--- src/rtl/wpk_pkg.sv ---
package wpk_pkg;
    typedef struct packed {
        logic big_end;
        logic narrow;
    } wpk_mode_t;
endpackage

--- src/rtl/wpk_mode_latch.sv ---
module wpk_mode_latch
    import wpk_pkg::*;
(
    input  logic      clk,
    input  logic      rst_n,
    input  logic      cfg_big_end,
    input  logic      cfg_byte,
    output wpk_mode_t mode_q
);
    wpk_mode_t mode_d;

    always_comb begin
        mode_d = mode_q;
        if (!rst_n) begin
            mode_d.big_end = cfg_big_end;
            mode_d.narrow  = cfg_byte;
        end
    end

    always_ff @(posedge clk) begin
        mode_q <= mode_d;
    end

    AST_MODE_FROZEN: assert property (@(posedge clk) disable iff (!rst_n)
        1'b1 |=> $stable(mode_q)) else $error("mode changed after reset");
endmodule

--- src/rtl/wpk_slice_ctrl.sv ---
module wpk_slice_ctrl
    import wpk_pkg::*;
#(
    parameter int LANES = 4,
    localparam int IDX_W = $clog2(LANES)
) (
    input  logic             clk,
    input  logic             rst_n,
    input  wpk_mode_t        mode,
    input  logic             wr_en,
    input  logic             fifo_full,
    output logic [IDX_W-1:0] idx_q,
    output logic             take,
    output logic             push
);
    typedef struct packed {
        logic [IDX_W-1:0] idx;
    } ctrl_t;

    ctrl_t st_d, st_q;
    logic [IDX_W-1:0] last_idx;
    logic             is_last;

    always_comb begin
        last_idx = mode.narrow ? IDX_W'(LANES - 1) : IDX_W'(LANES / 2 - 1);
        is_last  = (st_q.idx == last_idx);
        push     = wr_en && is_last && !fifo_full;
        take     = wr_en && (!is_last || !fifo_full);
        st_d     = st_q;
        if (push)
            st_d.idx = '0;
        else if (take)
            st_d.idx = st_q.idx + 1'b1;
    end

    always_ff @(posedge clk) begin
        if (!rst_n) st_q <= '0;
        else        st_q <= st_d;
    end

    assign idx_q = st_q.idx;

    AST_IDX_RESTART: assert property (@(posedge clk) disable iff (!rst_n)
        push |=> (idx_q == '0)) else $error("index not restarted");
    AST_IDX_IN_RANGE: assert property (@(posedge clk) disable iff (!rst_n)
        (int'(idx_q) < (mode.narrow ? LANES : LANES / 2))) else $error("index range");
    AST_FULL_HOLDS: assert property (@(posedge clk) disable iff (!rst_n)
        (wr_en && fifo_full && is_last) |=> $stable(idx_q)) else $error("full advanced");
    AST_IDLE_HOLDS: assert property (@(posedge clk) disable iff (!rst_n)
        !wr_en |=> $stable(idx_q)) else $error("idle advanced");
endmodule

--- src/rtl/wpk_lane_map.sv ---
module wpk_lane_map
    import wpk_pkg::*;
#(
    parameter int LANE_W = 9,
    parameter int LANES  = 4,
    localparam int IDX_W = $clog2(LANES),
    localparam int WIDE_W = LANE_W * LANES
) (
    input  wpk_mode_t          mode,
    input  logic [IDX_W-1:0]   idx,
    input  logic [2*LANE_W-1:0] wr_data,
    output logic [LANES-1:0]   lane_sel,
    output logic [WIDE_W-1:0]  slice_word
);
    for (genvar l = 0; l < LANES; l++) begin : g_lane
        localparam int PAIR = l / 2;
        logic sel_byte, sel_word;
        always_comb begin
            sel_byte = mode.big_end ? (int'(idx) == LANES - 1 - l) : (int'(idx) == l);
            sel_word = mode.big_end ? (int'(idx) == LANES / 2 - 1 - PAIR) : (int'(idx) == PAIR);
            lane_sel[l] = mode.narrow ? sel_byte : sel_word;
            if (mode.narrow || (l % 2 == 0))
                slice_word[l*LANE_W +: LANE_W] = wr_data[LANE_W-1:0];
            else
                slice_word[l*LANE_W +: LANE_W] = wr_data[2*LANE_W-1:LANE_W];
        end
    end
endmodule

--- src/rtl/wpk_aux_store.sv ---
module wpk_aux_store #(
    parameter int LANE_W = 9,
    parameter int LANES  = 4,
    localparam int WIDE_W = LANE_W * LANES
) (
    input  logic              clk,
    input  logic              rst_n,
    input  logic              narrow,
    input  logic              take,
    input  logic              push,
    input  logic [LANES-1:0]  lane_sel,
    input  logic [WIDE_W-1:0] slice_word,
    output logic [WIDE_W-1:0] push_data
);
    typedef struct packed {
        logic [WIDE_W-1:0] aux;
    } aux_t;

    aux_t st_d, st_q;

    always_comb begin
        st_d = st_q;
        for (int l = 0; l < LANES; l++) begin
            if (lane_sel[l]) begin
                push_data[l*LANE_W +: LANE_W] = slice_word[l*LANE_W +: LANE_W];
                if (take && !push)
                    st_d.aux[l*LANE_W +: LANE_W] = slice_word[l*LANE_W +: LANE_W];
            end else begin
                push_data[l*LANE_W +: LANE_W] = st_q.aux[l*LANE_W +: LANE_W];
            end
        end
    end

    always_ff @(posedge clk) begin
        if (!rst_n) st_q <= '0;
        else        st_q <= st_d;
    end

    AST_LANE_COUNT: assert property (@(posedge clk) disable iff (!rst_n)
        take |-> ($countones(lane_sel) == (narrow ? 1 : 2))) else $error("lane count");
    AST_NO_AUX_ON_PUSH: assert property (@(posedge clk) disable iff (!rst_n)
        push |=> $stable(st_q.aux)) else $error("aux written on push");
endmodule

--- src/rtl/wpk_top.sv ---
module wpk_top
    import wpk_pkg::*;
#(
    parameter int LANE_W = 9,
    parameter int LANES  = 4,
    localparam int WIDE_W = LANE_W * LANES,
    localparam int IDX_W  = $clog2(LANES)
) (
    input  logic              clk,
    input  logic              rst_n,
    input  logic              cfg_big_end,
    input  logic              cfg_byte,
    input  logic              wr_en,
    input  logic [2*LANE_W-1:0] wr_data,
    input  logic              fifo_full,
    output logic              push,
    output logic [WIDE_W-1:0] push_data
);
    wpk_mode_t        mode;
    logic [IDX_W-1:0] idx;
    logic             take;
    logic [LANES-1:0] lane_sel;
    logic [WIDE_W-1:0] slice_word;

    wpk_mode_latch u_mode (
        .clk(clk), .rst_n(rst_n), .cfg_big_end(cfg_big_end),
        .cfg_byte(cfg_byte), .mode_q(mode)
    );

    wpk_slice_ctrl #(.LANES(LANES)) u_ctrl (
        .clk(clk), .rst_n(rst_n), .mode(mode), .wr_en(wr_en),
        .fifo_full(fifo_full), .idx_q(idx), .take(take), .push(push)
    );

    wpk_lane_map #(.LANE_W(LANE_W), .LANES(LANES)) u_map (
        .mode(mode), .idx(idx), .wr_data(wr_data),
        .lane_sel(lane_sel), .slice_word(slice_word)
    );

    wpk_aux_store #(.LANE_W(LANE_W), .LANES(LANES)) u_aux (
        .clk(clk), .rst_n(rst_n), .narrow(mode.narrow), .take(take),
        .push(push), .lane_sel(lane_sel), .slice_word(slice_word),
        .push_data(push_data)
    );

    AST_PUSH_NOT_FULL: assert property (@(posedge clk) disable iff (!rst_n)
        push |-> (wr_en && !fifo_full)) else $error("push while full");
    AST_RESET_QUIET: assert property (@(posedge clk)
        $past(!rst_n) |-> !push) else $error("push after reset");
endmodule

--- config.mk ---
export PLATFORM = sky130hd
export DESIGN_NAME = wpk_top
export DESIGN_NICKNAME = d
export VERILOG_FILES = /design/src/rtl/wpk_pkg.sv /design/src/rtl/wpk_mode_latch.sv /design/src/rtl/wpk_slice_ctrl.sv /design/src/rtl/wpk_lane_map.sv /design/src/rtl/wpk_aux_store.sv /design/src/rtl/wpk_top.sv
export SDC_FILE = /design/constraint.sdc
export NUM_CORES = 1
export LEC_CHECK = 0
export ABC_AREA = 1
export ABC_CLOCK_PERIOD_IN_PS = 3000
export BUFFER_PORTS_ARGS = -buffer_cell sky130_fd_sc_hd__clkbuf_2
export CORE_AREA = 2 2 110 59
export DETAILED_ROUTE_END_ITERATION = 12
export DIE_AREA = 0 0 112 61
export MAX_ROUTING_LAYER = met4
export PLACE_DENSITY = 0.61
export SYNTH_ARGS = -nofsm -noshare
export SYNTH_HDL_FRONTEND = slang
export SYNTH_SLANG_ARGS = --single-unit
--- constraint.sdc ---
create_clock -name clk -period 3 [get_ports clk]
set_input_delay 0.45 -clock clk [delete_from_list [all_inputs] [get_ports clk]]
set_output_delay 0.45 -clock clk [all_outputs]
set_load 0.005 [all_outputs]
==> impl_metrics.env, run 1 <==
export IMPL_crit_path_start_kind="flop"
export IMPL_tns_ps=0
export IMPL_post_route_min_period_ps=2590
export IMPL_mappedNetlistArea_um2=2290
export IMPL_core_area_um2=5860
export IMPL_place_gp_congestion=0.920
export IMPL_finalCritPeriodShare_pct=86.4
export IMPL_drv_slew=0
export IMPL_fp_dieArea_um2=6830
export IMPL_nFillCells=637
export IMPL_r2r_start="u_mode.mode_q[0]"
export IMPL_yosysWarnings=0
export IMPL_floorplan_initialDensity_pct=39.1
export IMPL_rsz0062_at_grt="false"
export IMPL_fin_cells=487
export IMPL_max_stage_delay_ps=780
export IMPL_synth_xor_area_share_pct=0
export IMPL_relSlewSlack_pct=42.5
export IMPL_yosysTopAreaCell="dfxtp_1"
export IMPL_min_delay_start="cfg_big_end"
export IMPL_synth_area_leaders="dfxtp_1 (33%), nand2_1 (23%), nor2_1 (11%)"
export IMPL_synth_top_family_by_area="simple AND/OR/NAND/NOR gates"
export IMPL_drtPass1Iterations=4
export IMPL_port_buffers=60
export IMPL_grt_max_degree=25
export IMPL_nNetsFinal=437
export IMPL_cts_tree="built"
export IMPL_power_density_nw_per_um2=602
export IMPL_drt_iter0_markers=209
export IMPL_synth_fa_ha_area_share_pct=2.19
export IMPL_htree_num_levels=2
export IMPL_std_cell_rows=20
export IMPL_ctsResizeCount=0
export IMPL_layout_drive_gt1_share_pct=21.7
export IMPL_crit_chain="inv_1 -> nand2_1 -> nand2_2 -> o21ai_0 -> clkbuf_2"
export IMPL_critPathLaunch="u_mode.mode_q[0]"
export IMPL_syn_nets=382
export IMPL_syn2layout_area_growth_pct=19.9
export IMPL_cts_root_buf="clkbuf_16"
export IMPL_synth_top_area_share_pct=33.2
export IMPL_die_h_um=61
export IMPL_synth_mux_area_fraction_pct=0
export IMPL_worst_path_max_fanout=24
export IMPL_dp_cells=479
export IMPL_worstPathRequired_ps=2550
export IMPL_ys_types=22
export IMPL_antenna_found_initial=0
export IMPL_post_cts_buffers=0
export IMPL_finClkSkew_ps=5.79
export IMPL_grt_first_pass_wirelength_um=9850
export IMPL_syn_area_per_cell_um2=6.47
export IMPL_crit_family="flip-flops"
export IMPL_run_status="completed"
export IMPL_total_leakage_power_nw=1.36
export IMPL_layout_commonest_cell="nand2_1"
export IMPL_cts_sinks=40
export IMPL_hold_path_class="input port to flop"
export IMPL_synth_compound_area_share_pct=10.3
export IMPL_multiInputGateArea_um2=1290
export IMPL_fin_area_um2=2750
export IMPL_dp_hpwl_um=4650
export IMPL_totalWireLength_um=6180
export IMPL_worst_pin_slew_ps=854
export IMPL_postCtsHoldBufs=0
export IMPL_wl_per_cell_um=12.7
export IMPL_remaining_drc_errors=0
export IMPL_ys_ff_latch=40
export IMPL_drt_antenna_violating_nets=0
export IMPL_maxCapViolCount=0
export IMPL_finalHoldViolations=0
export IMPL_dieWidth_um=112
export IMPL_peakVddDrop_uv=252
export IMPL_n_antenna_cell=0
export IMPL_layout_common_cells="nand2_1 (140), nor2_1 (69), clkbuf_2 (60)"
export IMPL_clockBufferDepth=2
export IMPL_via_per_inst=4.67
export IMPL_clk_pin_slew_ps=60
export IMPL_yosys_area_share_simple_pct=44.1
export IMPL_post_dp_cell_area_um2=2600
export IMPL_cp_end_kind="output pin"
export IMPL_timing_fmax_mhz=386
export IMPL_numCtsBuffers=5
export IMPL_gr_total_overflow=0
export IMPL_route_vias_total=2276
export IMPL_seq_area_um2=821
export IMPL_yosysSeqAreaShare_pct=35.8
export IMPL_cp_slowest_cell="edfxtp_1"
export IMPL_grt_usage_pct=19.6
export IMPL_setup_viol=0
export IMPL_io_pins=61
export IMPL_cp_data_arrival_time_ps=2140
export IMPL_clkLatencyLatePin_ps=280
export IMPL_grt_pass1_vias=1953
export IMPL_synthCells=354
export IMPL_crit_buf_inv=2
export IMPL_path_class="flop to output pin"
synthesized netlist by cell type:
cell type,instances
nand2_8,1
dfxtp_1,38
clkbuf_2,2
clkbuf_1,5
buf_1,1
edfxtp_1,2
ha_1,4
buf_6,4
inv_1,18
o21ai_1,18
nor2_1,69
nand3_1,1
nor2_2,9
nand2_1,140
o21ai_0,29
buf_2,1
nand2_2,2
buf_12,1
nand3_4,1
inv_2,1
nand2_4,3
nor2_8,4
worst register-to-register path: cells and delay by family (launching register included):
| kind | cells | cell delay, ps |
|---|---|---|
| and+or+nand+nor | 6 | 920 |
| DFF | 1 | 780 |
| buffers and inverters | 1 | 180 |
metal layers:
metal	track usage (%)	vias up	wire length, um
met3	4.10	2	473
met5	-	-	0
met4	3.14	0	19
li1	-	1203	-
met2	25.5	70	2250
met1	30.5	1001	3430
per-stage QoR:
step / setup WS [ps] / util (%) / hold WS (ps) / total power [mW]
2_1_floorplan: 1030 / - / 454 / 0.973
3_3_place_gp: 734 / 44.4 / 462 / 1.12
3_5_place_dp: 715 / 44.4 / 473 / 1.12
4_1_cts: 410 / 46.9 / 342 / 1.66
5_1_grt: 153 / 46.9 / 340 / 1.76
6_report: 409 / 46.9 / 346 / 1.65
sequential cells by signal, indices dropped and copies added (netlist names):
| signal | cells |
|---|---|
| u_ctrl.idx_q | 2 |
| u_aux.st_q | 36 |
| u_mode.mode_q | 2 |
worst paths after layout:
| path | to | slack (ps) | depth (start not counted) |
|---|---|---|---|
| worst max-delay path | push_data[32] | 410 | 5 |
| worst max register to register | u_aux.st_q[4] | 1010 | 7 |
| worst min register to register | u_aux.st_q[21] | 480 | 2 |
| worst min-delay path | u_mode.mode_q[1] | 350 | 1 |
kinds of logic (layout without fill, tap and decap cells):
logic type	count (synthesis)	in the layout
AOI/OAI and AO/OA	47	47
adders and majority gates	4	4
DFF	40	40
and+or+nand+nor	230	230
buffers and inverters	33	89
layout make-up:
| type | instances | area share (%) |
|---|---|---|
| multi-input cells | 281 | 47.2 |
| flip-flops and latches | 40 | 29.9 |
| repair buffers | 62 | 11.5 |
| clock buffers | 8 | 5.33 |
| well taps | 77 | 3.51 |
| inverters | 19 | 2.60 |
power by group:
part | switching (mW) | internal, mW | leakage [nW]
sequential | 0.0407 | 0.596 | 0.333
combinational | 0.299 | 0.177 | 0.957
clock | 0.207 | 0.332 | 0.0712
total | 0.546 | 1.11 | 1.36
Note: power is estimated with default switching activity, not from simulation.
==> inputs of run 2 (changes only) <==
--- a/config.mk
+++ b/config.mk
@@ -7,7 +7,7 @@
 export LEC_CHECK = 0
 export ABC_AREA = 1
 export ABC_CLOCK_PERIOD_IN_PS = 3000
-export BUFFER_PORTS_ARGS = -buffer_cell sky130_fd_sc_hd__clkbuf_2
+export BUFFER_PORTS_ARGS = -buffer_cell sky130_fd_sc_hd__buf_2
 export CORE_AREA = 2 2 110 59
 export DETAILED_ROUTE_END_ITERATION = 12
 export DIE_AREA = 0 0 112 61
==> run 2 against run 1 <==
Combinational power is essentially flat. Cell count grew 0.21%. Core utilization increased by 0.17 points. Critical path depth unchanged. Clock power barely moved. Die area unchanged. Clock-buffer cell count shrank 2. Maximum frequency is 2.4% lower. Sequential cell count unchanged. Non-clock buffer count rose by 1. Register-to-register slack better by 40 ps. Clock skew decreased by 0.61 ps. Largest cell class unchanged. Largest power group unchanged.
==> impl_metrics.env, run 2 (synthesis results as in run 1) <==
export IMPL_run_status="completed"
export IMPL_route_vias_total=2263
export IMPL_p_total_mw=1.65
export IMPL_post_cts_buffers=0
export IMPL_via_per_inst=4.64
export IMPL_clkLatencyLatePin_ps=280
export IMPL_post_dp_cell_area_um2=2610
export IMPL_ctsResizeCount=0
export IMPL_layout_common_cells="nand2_1 (140), nor2_1 (69), buf_2 (60)"
export IMPL_cts_sinks=40
export IMPL_path_class="flop to output pin"
export IMPL_clk_pin_slew_ps=60
export IMPL_worstPathRequired_ps=2550
export IMPL_grt_pass1_vias=1905
export IMPL_floorplan_initialDensity_pct=39.1
export IMPL_min_delay_start="cfg_big_end"
export IMPL_die_h_um=61
export IMPL_total_leakage_power_nw=1.37
export IMPL_cts_tree="built"
export IMPL_grt_usage_pct=19.7
export IMPL_core_area_um2=5860
export IMPL_dp_hpwl_um=4660
export IMPL_grt_max_degree=25
export IMPL_timing_fmax_mhz=377
export IMPL_fin_area_um2=2760
export IMPL_worst_pin_slew_ps=805
export IMPL_drtPass1Iterations=4
export IMPL_hold_path_class="input port to flop"
export IMPL_gr_total_overflow=0
export IMPL_holdPathEnd="u_mode.mode_q[1]"
export IMPL_cp_end_kind="output pin"
export IMPL_worst_path_max_fanout=24
export IMPL_finalCritPeriodShare_pct=88.5
export IMPL_wl_per_cell_um=12.7
export IMPL_htree_num_levels=2
export IMPL_rsz0062_at_grt="false"
export IMPL_relSlewSlack_pct=45.7
export IMPL_nNetsFinal=438
export IMPL_remaining_drc_errors=0
export IMPL_drt_iter0_markers=155
export IMPL_tns_ps=0
export IMPL_setup_viol=0
export IMPL_rr_worst_depth=7
export IMPL_nFillCells=634
export IMPL_layout_drive_gt1_share_pct=22.4
export IMPL_dieWidth_um=112
export IMPL_finalHoldViolations=0
export IMPL_cts_root_buf="clkbuf_16"
export IMPL_r2r_start="u_mode.mode_q[0]"
export IMPL_port_buffers=60
export IMPL_postCtsHoldBufs=0
export IMPL_numCtsBuffers=5
export IMPL_r2r_end="u_aux.st_q[2]"
export IMPL_reg2reg_slack_ps=1050
export IMPL_place_gp_congestion=0.852
export IMPL_finClkSkew_ps=5.18
export IMPL_drv_slew=0
export IMPL_cp_data_arrival_time_ps=2210
export IMPL_std_cell_rows=20
export IMPL_maxCapViolCount=0
export IMPL_fp_dieArea_um2=6830
export IMPL_layout_commonest_cell="nand2_1"
export IMPL_peakVddDrop_uv=233
export IMPL_post_route_min_period_ps=2660
export IMPL_io_pins=61
export IMPL_syn2layout_area_growth_pct=20.3
export IMPL_crit_path_start_kind="flop"
export IMPL_top_register="u_aux.st_q"
export IMPL_clockBufferDepth=2
export IMPL_power_density_nw_per_um2=601
export IMPL_n_antenna_cell=0
export IMPL_totalWireLength_um=6210
export IMPL_critPathLaunch="u_mode.mode_q[0]"
export IMPL_antenna_found_initial=0
export IMPL_hold_depth=1
export IMPL_grt_first_pass_wirelength_um=9830
export IMPL_drt_antenna_violating_nets=0
export IMPL_largest_reg_flops=36
[run 2: changes by cell type in the layout (fill, tap and decap cells not counted), sizes merged]
cell and change:
clkbuf -62, clkinv +2, buf +61
[run 2: worst max path at each step]
stage	end	cells past startpoint
after global routing	push_data[31]	5
after global placement	push_data[31]	5
final	push_data[31]	5
after detailed placement	push_data[31]	5
after floorplan	push_data[31]	10
after CTS	push_data[31]	5
[run 2: power by group]
group / internal [mW] / switching [mW] / total (mW) / leakage [nW]
Clock: 0.328 / 0.212 / 0.540 / 0.0766
Combinational: 0.179 / 0.299 / 0.478 / 0.965
Sequential: 0.596 / 0.0405 / 0.637 / 0.333
Total: 1.10 / 0.552 / 1.65 / 1.37
[run 2: routing by layer]
layer	routed length, um	vias up	track usage, %	share of wire [%]
met1	3400	989	30.4	55
met3	560	8	4.60	9.0
met4	50	0	4.18	0.80
met5	0	-	-	0
li1	-	1205	-	-
met2	2200	61	25.3	35
[run 2: worst max-delay path, stage by stage (launching register included)]
cell	delay [ps]
edfxtp_1	760
inv_1	160
nand2_1	150
nand2_2	250
o21ai_0	410
buf_2	190
[run 2: area by class of cell]
type | count | area (um2) | share of cell area [%]
clock buffer | 6 | 139 | 5.04
clock inverter | 2 | 10.0 | 0.363
inverter | 19 | 71.3 | 2.59
multi-input combinational | 281 | 1290 | 47.0
sequential | 40 | 821 | 29.8
tap | 77 | 96.3 | 3.50
timing repair buffer | 63 | 323 | 11.7
[run 2: through the flow]
step | hold WS [ps] | util, % | worst slack [ps] | std cells
finish | 346 | 47.1 | 345 | 488
global route | 338 | 47.1 | 197 | 488
CTS | 338 | 47.1 | 393 | 488
detailed placement | 475 | 44.5 | 713 | 480
global placement | 463 | 44.5 | 742 | 480
floorplan | 454 | - | 1030 | 354
